`src/rtl/e3rx_pkg.sv`:
```
package e3rx_pkg;

    // Substitution code length of HDB3; the window holds one less
    localparam int ZS_LEN = 4;
    localparam int WIN_DEPTH = ZS_LEN - 1;

    // Control register layout
    localparam int CFG_W       = 3;
    localparam int CFG_INV_BIT = 0;
    localparam int CFG_UNI_BIT = 1;
    localparam int CFG_AMI_BIT = 2;

    typedef enum logic [1:0] {
        LM_HDB3 = 2'd0,
        LM_AMI  = 2'd1,
        LM_UNI  = 2'd2
    } line_mode_e;

    typedef struct packed {
        logic edge_inv;
        logic single_rail;
        logic ami_sel;
    } rx_cfg_t;

    typedef struct packed {
        logic pos;
        logic neg;
    } rail_pair_t;

    typedef struct packed {
        logic mark;   // a pulse was seen
        logic pol;    // 1 = positive rail
        logic bpv;    // repeat of the last polarity
        logic dual;   // both rails at once
    } line_sym_t;

    typedef struct packed {
        logic data;
        logic lcv;
    } rx_bit_t;

    function automatic rx_cfg_t cfg_unpack(input logic [CFG_W-1:0] w);
        rx_cfg_t c;
        c.edge_inv    = w[CFG_INV_BIT];
        c.single_rail = w[CFG_UNI_BIT];
        c.ami_sel     = w[CFG_AMI_BIT];
        return c;
    endfunction

    function automatic line_mode_e mode_of(input rx_cfg_t c);
        line_mode_e m;
        if (c.single_rail)  m = LM_UNI;
        else if (c.ami_sel) m = LM_AMI;
        else                m = LM_HDB3;
        return m;
    endfunction

endpackage

```
`src/rtl/e3rx_rail_sampler.sv`:
```
module e3rx_rail_sampler
    import e3rx_pkg::*;
(
    input  logic       clk,
    input  logic       rst,
    input  logic       flush,
    input  logic       edge_inv,
    input  logic       rail_p,
    input  logic       rail_n,
    output rail_pair_t smp_o
);

    rail_pair_t fall_q;
    rail_pair_t smp_q;

    // Falling-edge capture, used when the inverted edge is selected
    always_ff @(negedge clk) begin
        if (rst) begin
            fall_q <= '0;
        end else begin
            fall_q.pos <= rail_p;
            fall_q.neg <= rail_n;
        end
    end

    // Every capture lands in the rising-edge domain here
    always_ff @(posedge clk) begin
        if (rst || flush) begin
            smp_q <= '0;
        end else if (edge_inv) begin
            smp_q <= fall_q;
        end else begin
            smp_q.pos <= rail_p;
            smp_q.neg <= rail_n;
        end
    end

    assign smp_o = smp_q;

    // a write leaves an empty capture stage behind
    p_flush_empty_r11: assert property (@(posedge clk) disable iff (rst)
        flush |=> (smp_q == '0));

endmodule

```
`src/rtl/e3rx_polarity_tracker.sv`:
```
module e3rx_polarity_tracker
    import e3rx_pkg::*;
(
    input  logic       clk,
    input  logic       rst,
    input  logic       flush,
    input  line_mode_e mode,
    input  rail_pair_t smp_i,
    output line_sym_t  sym_o
);

    logic hist_vld_q;
    logic last_pol_q;

    always_comb begin
        sym_o = '0;
        if (mode == LM_UNI) begin
            sym_o.mark = smp_i.pos;
        end else if (smp_i.pos && smp_i.neg) begin
            sym_o.mark = 1'b1;
            sym_o.dual = 1'b1;
        end else if (smp_i.pos || smp_i.neg) begin
            sym_o.mark = 1'b1;
            sym_o.pol  = smp_i.pos;
            sym_o.bpv  = hist_vld_q && (last_pol_q == smp_i.pos);
        end
    end

    always_ff @(posedge clk) begin
        if (rst || flush) begin
            hist_vld_q <= 1'b0;
            last_pol_q <= 1'b0;
        end else if (mode != LM_UNI && sym_o.mark && !sym_o.dual) begin
            hist_vld_q <= 1'b1;
            last_pol_q <= sym_o.pol;
        end
    end

    // the first symbol after a clear is never a polarity repeat
    p_clean_after_flush_r11: assert property (@(posedge clk) disable iff (rst)
        flush |=> !sym_o.bpv);

    // single-rail decoding never reports a polarity repeat
    p_uni_no_bpv_r3: assert property (@(posedge clk) disable iff (rst)
        (mode == LM_UNI) |-> !sym_o.bpv);

endmodule

```
`src/rtl/e3rx_zs_window.sv`:
```
module e3rx_zs_window
    import e3rx_pkg::*;
#(
    parameter int DEPTH = WIN_DEPTH
) (
    input  logic       clk,
    input  logic       rst,
    input  logic       flush,
    input  line_mode_e mode,
    input  line_sym_t  sym_i,
    output rx_bit_t    bit_o
);

    rx_bit_t win_q [DEPTH];
    rx_bit_t out_q;
    rx_bit_t head;
    logic    lead_zero;
    logic    tail_mark;
    logic    subst;
    logic    take_b;

    // Pattern match on the window ahead of an incoming repeat
    always_comb begin
        lead_zero = 1'b1;
        for (int i = 0; i < DEPTH - 1; i++) begin
            if (win_q[i].data) lead_zero = 1'b0;
        end
        tail_mark = win_q[DEPTH-1].data;
        subst     = (mode == LM_HDB3) && sym_i.bpv && !sym_i.dual
                    && lead_zero && !win_q[DEPTH-1].lcv;
        take_b    = subst && tail_mark;
    end

    always_comb begin
        head.data = sym_i.mark && !subst;
        head.lcv  = sym_i.dual || (sym_i.bpv && !subst);
    end

    always_ff @(posedge clk) begin
        if (rst || flush) begin
            for (int i = 0; i < DEPTH; i++) win_q[i] <= '0;
            out_q <= '0;
        end else begin
            out_q.data <= win_q[DEPTH-1].data && !take_b;
            out_q.lcv  <= win_q[DEPTH-1].lcv  && !take_b;
            win_q[0]   <= head;
            for (int i = 1; i < DEPTH; i++) win_q[i] <= win_q[i-1];
        end
    end

    assign bit_o = out_q;

    // a recognised leading pulse leaves as a clean zero
    p_b_cleared_r7: assert property (@(posedge clk) disable iff (rst)
        (!flush && take_b) |=> (!bit_o.data && !bit_o.lcv));

    // a substituted repeat enters the window as a clean zero
    p_v_cleared_r6: assert property (@(posedge clk) disable iff (rst)
        (!flush && subst) |=> (!win_q[0].data && !win_q[0].lcv));

    // no flag enters the window in single-rail mode
    p_uni_no_flag_r3: assert property (@(posedge clk) disable iff (rst)
        (!flush && mode == LM_UNI) |=> !win_q[0].lcv);

endmodule

```
`src/rtl/e3_rx_line_decoder.sv`:
```
module e3_rx_line_decoder
    import e3rx_pkg::*;
(
    input  logic             line_clk,
    input  logic             rst,
    input  logic             cfg_we,
    input  logic [CFG_W-1:0] cfg_wdata,
    input  logic             rail_p_in,
    input  logic             rail_n_in,
    output logic             rx_data,
    output logic             rx_lcv
);

    logic [CFG_W-1:0] cfg_q;
    rx_cfg_t          cfg;
    line_mode_e       mode;
    rail_pair_t       smp;
    line_sym_t        sym;
    rx_bit_t          dec;

    always_ff @(posedge line_clk) begin
        if (rst)         cfg_q <= '0;
        else if (cfg_we) cfg_q <= cfg_wdata;
    end

    always_comb begin
        cfg  = cfg_unpack(cfg_q);
        mode = mode_of(cfg);
    end

    e3rx_rail_sampler u_sampler (
        .clk      (line_clk),
        .rst      (rst),
        .flush    (cfg_we),
        .edge_inv (cfg.edge_inv),
        .rail_p   (rail_p_in),
        .rail_n   (rail_n_in),
        .smp_o    (smp)
    );

    e3rx_polarity_tracker u_tracker (
        .clk   (line_clk),
        .rst   (rst),
        .flush (cfg_we),
        .mode  (mode),
        .smp_i (smp),
        .sym_o (sym)
    );

    e3rx_zs_window #(.DEPTH(WIN_DEPTH)) u_window (
        .clk   (line_clk),
        .rst   (rst),
        .flush (cfg_we),
        .mode  (mode),
        .sym_i (sym),
        .bit_o (dec)
    );

    assign rx_data = dec.data;
    assign rx_lcv  = dec.lcv;

    // outputs are quiet right after a register write
    p_write_quiet_r11: assert property (@(posedge line_clk) disable iff (rst)
        cfg_we |=> (!rx_data && !rx_lcv));

    // a flag only ever accompanies a 1
    p_flag_on_one_r9: assert property (@(posedge line_clk) disable iff (rst)
        rx_lcv |-> rx_data);

endmodule

```
`config.mk`:
```
export PLATFORM = sky130hd
export DESIGN_NAME = e3_rx_line_decoder
export DESIGN_NICKNAME = d
export VERILOG_FILES = /design/src/rtl/e3rx_pkg.sv /design/src/rtl/e3rx_rail_sampler.sv /design/src/rtl/e3rx_polarity_tracker.sv /design/src/rtl/e3rx_zs_window.sv /design/src/rtl/e3_rx_line_decoder.sv
export SDC_FILE = /design/constraint.sdc
export NUM_CORES = 1
export LEC_CHECK = 0
export BUFFER_PORTS_ARGS = -buffer_cell sky130_fd_sc_hd__buf_2
export CORE_MARGIN = 1.5
export CORE_UTILIZATION = 42
export CTS_CLUSTER_SIZE = 40
export DETAILED_ROUTE_END_ITERATION = 7
export SYNTH_ARGS = -nofsm -noshare
export SYNTH_HDL_FRONTEND = slang
export SYNTH_SLANG_ARGS = --single-unit
```
`constraint.sdc`:
```
create_clock -name line_clk -period 1.36 [get_ports line_clk]
set_input_delay 0.136 -clock line_clk [delete_from_list [all_inputs] [get_ports line_clk]]
set_output_delay 0.136 -clock line_clk [all_outputs]
set_load 0.01 [all_outputs]
```
# Yosys cells after proc, flatten, opt, wreduce, memory -nomap -nowiden

Memories as Yosys holds them, arrays and structs flattened.
Cells that the tools add are included.

RAM bits: 6
Memories kept: 1
Bits in registers: 11
Input port bits: 8
Output and inout port bits: 2
Logic and storage cells: 54

Memory list:

| memory         | depth | width | rd ports | clocked after Yosys merged registers in | write ports | line                 | source |
|---|---|---|---|---|---|---|---|
| u_window.win_q | 3     | 2     | 3        | 0                                       | 3           | e3rx_zs_window.sv:14 | `rx_bit_t win_q [DEPTH];` |

Bitwise logic cells: 3
Equality and inequality tests: 3
Mux-type cells: 17
Reductions and logical operators: 21

Operator list:

| cell                 | number |
|---|---|
| $logic_and A1 B1 Y1  | 13 |
| $mux W2              | 6 |
| $mux W1              | 9 |
| $mux W3              | 2 |
| $logic_not A1 Y1     | 4 |
| $logic_or A1 B1 Y1   | 3 |
| $or A1 B1 Y1         | 3 |
| $eq A2 B2 Y1 const B | 1 |
| $logic_not A2 Y1     | 1 |
| $ne A2 B2 Y1 const B | 1 |
| $eq A1 B1 Y1         | 1 |

# Longest topological paths before layout

Gate-level depths: netlist (run 1).

Word-level depth: 13
Gate-level depth with buffers: 4
Mapped depth without buffers: 3

# Hierarchy

From an unflattened synthesis (run 1), not the netlist that was laid out.

Cells, all modules: 63
Area, all modules: 651.9 um^2

By module, submodules not included:

| module                | instances | cells each | seq. area each (um^2) | area an instance (um^2) |
|---|---|---|---|---|
| e3rx_zs_window        | 1         | 22         | 160.2                 | 255.2 |
| e3rx_polarity_tracker | 1         | 20         | 40.0                  | 162.7 |
| e3rx_rail_sampler     | 1         | 11         | 80.1                  | 126.4 |
| e3_rx_line_decoder    | 1         | 10         | 60.1                  | 107.6 |

==> metrics.txt, run 1 <==
starting density of the core 0.457; pin count of the biggest net entering global routing 10; synthesized instance count 59; Die Area 1670 um2; max_cap viols 0; TritonCTS Buffers 3; Final #Nets 83; Crit Path Category register to register; WL final 948 um; first-pass GRT wire length 1.52 mm; die height 40.9 um; CP Capture Type register; maximum VDD drop 0.519 mV; I/O Pins 10; leading area contributor after synthesis dfxtp_1; Remaining DRCs 0; #FFs+latches synth 17; diodes inserted 0; total grt overflow 0; worst hold path type input port to register; Final Hold Fails 0; placed wire-length estimate 687 um; Core Region 1320 um2; Syn Std Cell Area 602 um2; Max-slew headroom 0.714; PwrDens 1210 nW/um2; RSZ-0062 raised after global routing true; Worst-path clk slew 0.09 ns; post-synthesis sequential area ratio 0.565; hold_sp cfg_wdata[2]; Port Buffers 9; setup slack, reg-to-reg 0.02 ns; mean area per synthesized cell 10.2 um2; clk_skew 0.0627 ns; Cell Count, Final, Fillers Out 89; clock insertion delay at the later pin of the skew report 0.34 ns; DRT iter0 DRCs 2; Inst Count DP 84; worst-case reg-to-reg path depth 2; Worst EP arrival 1.52 ns; WHS Path Cells 3; drt first pass iters 4; r2r startpoint u_sampler.fall_q[1]; Hold EP cfg_q[2]; Ys Warns 0; Clock Tree Buf Depth 2; placer's final routability congestion estimate 0.711; cts hold-fix bufs 0; Core Util, Final 0.540; share of cells above drive strength 1 0.230; r2r endpoint u_sampler.smp_o[1]; DP Area 677 um2; Cell Rows 13; CTS tree built; setup violators final 0; chip width 40.9 um; status finished clean; LEAKAGE 0.307 nW; GRT Resource Usage Total 0.147; Via-to-Cell Ratio 4.73; design area 712 um2; number of nets with antenna violations after routing 0; Yosys top cell area share 0.565; htree depth 1; Worst Setup Start Kind register; number of global-route vias before repair 365; Req. time, crit path 1.54 ns; root buffer cell clkbuf_4; syn nets 67; TritonCTS Sinks 17; CP max FO 1; Yosys cell types 22; Slew @ Worst Pin 0.427 ns; Synth area leaders dfxtp_1 (57%), mux2i_1 (8.3%), nor2_1 (5.6%), and2_1 (5.2%), nor2b_1 (4.2%); Layout area overhead 18.3%; drt wl/cell 10.7 um; Slew Limit Fails 0; initial antenna violation count 0; via count 421
[routing by layer]
layer	wire length (um)	track usage
met1	490	0.185
met2	424	0.211
met3	19	0.0326
met4	14	0.125
met5	0	0
[how the worst max path moves through the flow]
stage,from,end,slack [ns],cells after the start
2_1_floorplan,cfg_q[2],u_window.bit_o[1],0.11,3
3_3_place_gp,cfg_q[2],u_window.bit_o[1],0.08,3
3_5_place_dp,cfg_q[2],u_window.bit_o[1],0.04,3
4_1_cts,u_sampler.fall_q[1],u_sampler.smp_o[1],0.008,2
5_1_grt,u_sampler.fall_q[1],u_sampler.smp_o[1],-0.01,2
6_report,u_sampler.fall_q[1],u_sampler.smp_o[1],0.02,2
[cells in the mapped netlist]
library cell	n
nor2_1	9
inv_1	1
clkbuf_1	1
nor2b_1	4
nand3b_1	1
nor4_1	1
a211o_1	1
or3b_1	1
xnor2_1	1
o21a_1	1
o21bai_1	1
or4_1	1
a211oi_1	1
and2_1	5
dfxtp_1	17
mux2i_1	5
nand2b_1	1
nand2_1	2
or2_2	1
a21oi_1	1
o21ai_0	2
a21oi_2	1
[repair_timing]
action / in CTS / in global routing
endpoints found under the setup margin: 0 / 3
gates resized for setup: 0 / 1
setup buffers: 0 / 0
[sequential cells by signal, summed over array words and instances, names as in the netlist]
signal                cells
cfg_q                     3
u_sampler.fall_q          2
u_sampler.smp_o           2
u_tracker.hist_vld_q      1
u_tracker.last_pol_q      1
u_window.bit_o            2
u_window.win_q            6
[power by group]
part | internal [mW] | switching, mW | total [mW]
combinational | 0.0322 | 0.0283 | 0.0605
clock | 0.121 | 0.157 | 0.279
sequential | 0.512 | 0.00933 | 0.522
total | 0.666 | 0.195 | 0.861
[stage by stage]
| step | power, mW | TNS [ns] | hold slack (ns) | setup slack, ns |
|---|---|---|---|---|
| after floorplan | 0.583 | 0 | 0.208 | 0.112 |
| after global placement | 0.607 | 0 | 0.373 | 0.0754 |
| after detailed placement | 0.606 | 0 | 0.387 | 0.0421 |
| after CTS | 0.878 | 0 | 0.0755 | 0.00820 |
| after global routing | 0.904 | -0.0104 | 0.0852 | -0.0104 |
| final | 0.861 | 0 | 0.0877 | 0.0153 |
[cells by family after synthesis]
family,count (synthesis),share of synthesized area
flops,17,0.565
simple gates,26,0.233
buf+inv,2,0.0125
mux,5,0.0832
compound gates,8,0.0915
xor+xnor,1,0.0146
[final cells by class]
cell class,count,area (um2)
clock buffer,4,26.3
timing repair buffer,11,60.1
sequential,17,340
clock inverter,2,7.51
tap,15,18.8
fill,126,606
multi-input combinational,40,259
[cell usage in the layout, fill, tap and decap left out]
cell type	count
and2_1	5
buf_4	2
o21a_1	1
inv_1	2
nand2_1	2
a21oi_1	1
or3b_1	1
o21ai_0	2
nor2b_1	4
dfxtp_1	17
nor2_1	9
a21oi_2	1
mux2i_1	5
or4_1	1
a211oi_2	1
o21bai_1	1
a211o_1	1
clkbuf_4	3
or2_2	1
nor4_1	1
nand2b_1	1
nand3b_1	1
xnor2_1	1
clkbuf_1	1
buf_2	9
[critical path, cell delays in order (launching register included)]
cell and delay (ns):
dfxtp_1 0.29, mux2i_1 0.16, nor2_1 0.06
(Power assumes the default switching activity.)
==> run 2: changes to the inputs <==
--- a/config.mk
+++ b/config.mk
@@ -10,6 +10,7 @@
 export CORE_UTILIZATION = 42
 export CTS_CLUSTER_SIZE = 40
 export DETAILED_ROUTE_END_ITERATION = 7
+export RECOVER_POWER = 100
 export SYNTH_ARGS = -nofsm -noshare
 export SYNTH_HDL_FRONTEND = slang
 export SYNTH_SLANG_ARGS = --single-unit
==> metrics.txt, run 2 (same netlist as run 1, synthesis figures left out) <==
Worst-path clk slew 0.09 ns; WL final 942 um; max_cap viols 0; total grt overflow 0; TritonCTS Sinks 17; GRT Resource Usage Total 0.147; filler instances 126; commonest non-fill, non-tap cell in the layout dfxtp_1; Final #Nets 83; WHS Path Cells 3; CP max FO 1; Core Util, Final 0.532; CTS tree built; clock insertion delay at the later pin of the skew report 0.34 ns; Die Area 1670 um2; FF+latch area 340 um2; starting density of the core 0.457; Core Region 1320 um2; chip width 40.9 um; setup TNS 0 ns; max reg flops 6; Clock Tree Buf Depth 2; Remaining DRCs 0; LEAKAGE 0.291 nW; via count 423; Layout area overhead 16.4%; CP peak stage delay 0.29 ns; initial antenna violation count 0; number of nets with antenna violations after routing 0; Worst Setup Start Kind register; Final Hold Fails 0; number of global-route vias before repair 365; worst-case reg-to-reg path depth 2; worst hold path type input port to register; drt wl/cell 10.6 um; Slowest-stage cell, CP dfxtp_1; DRT iter0 DRCs 1; setup violators final 0; placed wire-length estimate 687 um; Via-to-Cell Ratio 4.75; maximum VDD drop 0.521 mV; die height 40.9 um; PwrDens 1230 nW/um2; status finished clean; commonest cells after routing, fill and taps aside dfxtp_1 (17), nor2_1 (9), buf_2 (6); Slew Limit Fails 0; postcts setup bufs 0; TritonCTS Buffers 3; CP Capture Type register; pin count of the biggest net entering global routing 10; Port Buffers 9; Cell Rows 13; placer's final routability congestion estimate 0.711; I/O Pins 10; diodes inserted 0; Most flops, register u_window.win_q; worst path cell trace mux2i_1, nor2_1; Crit Path Category register to register; share of cells above drive strength 1 0.162; Max-slew headroom 0.716; top flop regs u_window.win_q: 6 flops, cfg_q: 3 flops; Slew @ Worst Pin 0.425 ns; Worst EP arrival 1.52 ns; root buffer cell clkbuf_4; Req. time, crit path 1.54 ns; clk_skew 0.0608 ns; RSZ-0062 raised after global routing true; area of the multi-input gates 255 um2; cts hold-fix bufs 0; PostCTS Resize Cnt 0; drt first pass iters 2; htree depth 1; first-pass GRT wire length 1.52 mm
run 2: cell count changes in the layout (fill, tap and decap cells not counted), sizes merged:
cell / previous run / this run
buf: 11 / 7
clkbuf: 4 / 8
run 2: per-stage QoR:
step	setup slack (ns)	power, mW	hold slack (ns)	instance area (um2)	std cells
final	0.0173	0.858	0.0869	701	89
after global routing	-0.0104	0.902	0.0852	701	89
after CTS	0.00820	0.878	0.0755	707	89
after detailed placement	0.0421	0.606	0.387	677	84
after global placement	0.0754	0.607	0.373	677	84
after floorplan	0.112	0.583	0.208	602	59
run 2: per-layer routing:
metal  up-vias  global-route usage  share of wire
li1        228                   -              -
met1       190               0.185           0.51
met2         3               0.211           0.46
met3         2              0.0326          0.021
met4         0               0.125          0.015
met5         -                   0              0
run 2: critical path, delay by kind of cell, from the launching register on:
kind / cells / cell delay (ns)
and+or+nand+nor: 1 / 0.06
muxes: 1 / 0.16
DFF: 1 / 0.29
run 2: power breakdown:
part	switching (mW)	internal, mW
clock	0.157	0.121
sequential	0.00932	0.512
combinational	0.0278	0.0305
total	0.194	0.664
run 2: final cells by class:
class	instances	share of cell area
clock inverter	2	0.0107
sequential	17	0.486
multi-input combinational	40	0.364
clock buffer	4	0.0375
tap	15	0.0268
timing repair buffer	11	0.0750
run 2: worst paths after layout:
| check | start | end | slack [ns] |
|---|---|---|---|
| setup / recovery | u_sampler.fall_q[1] | u_sampler.smp_o[1] | 0.02 |
| hold reg to reg | u_window.win_q[0][5] | u_window.bit_o[1] | 0.43 |
| setup reg to reg | u_sampler.fall_q[1] | u_sampler.smp_o[1] | 0.02 |
| hold / removal | cfg_wdata[1] | cfg_q[1] | 0.09 |
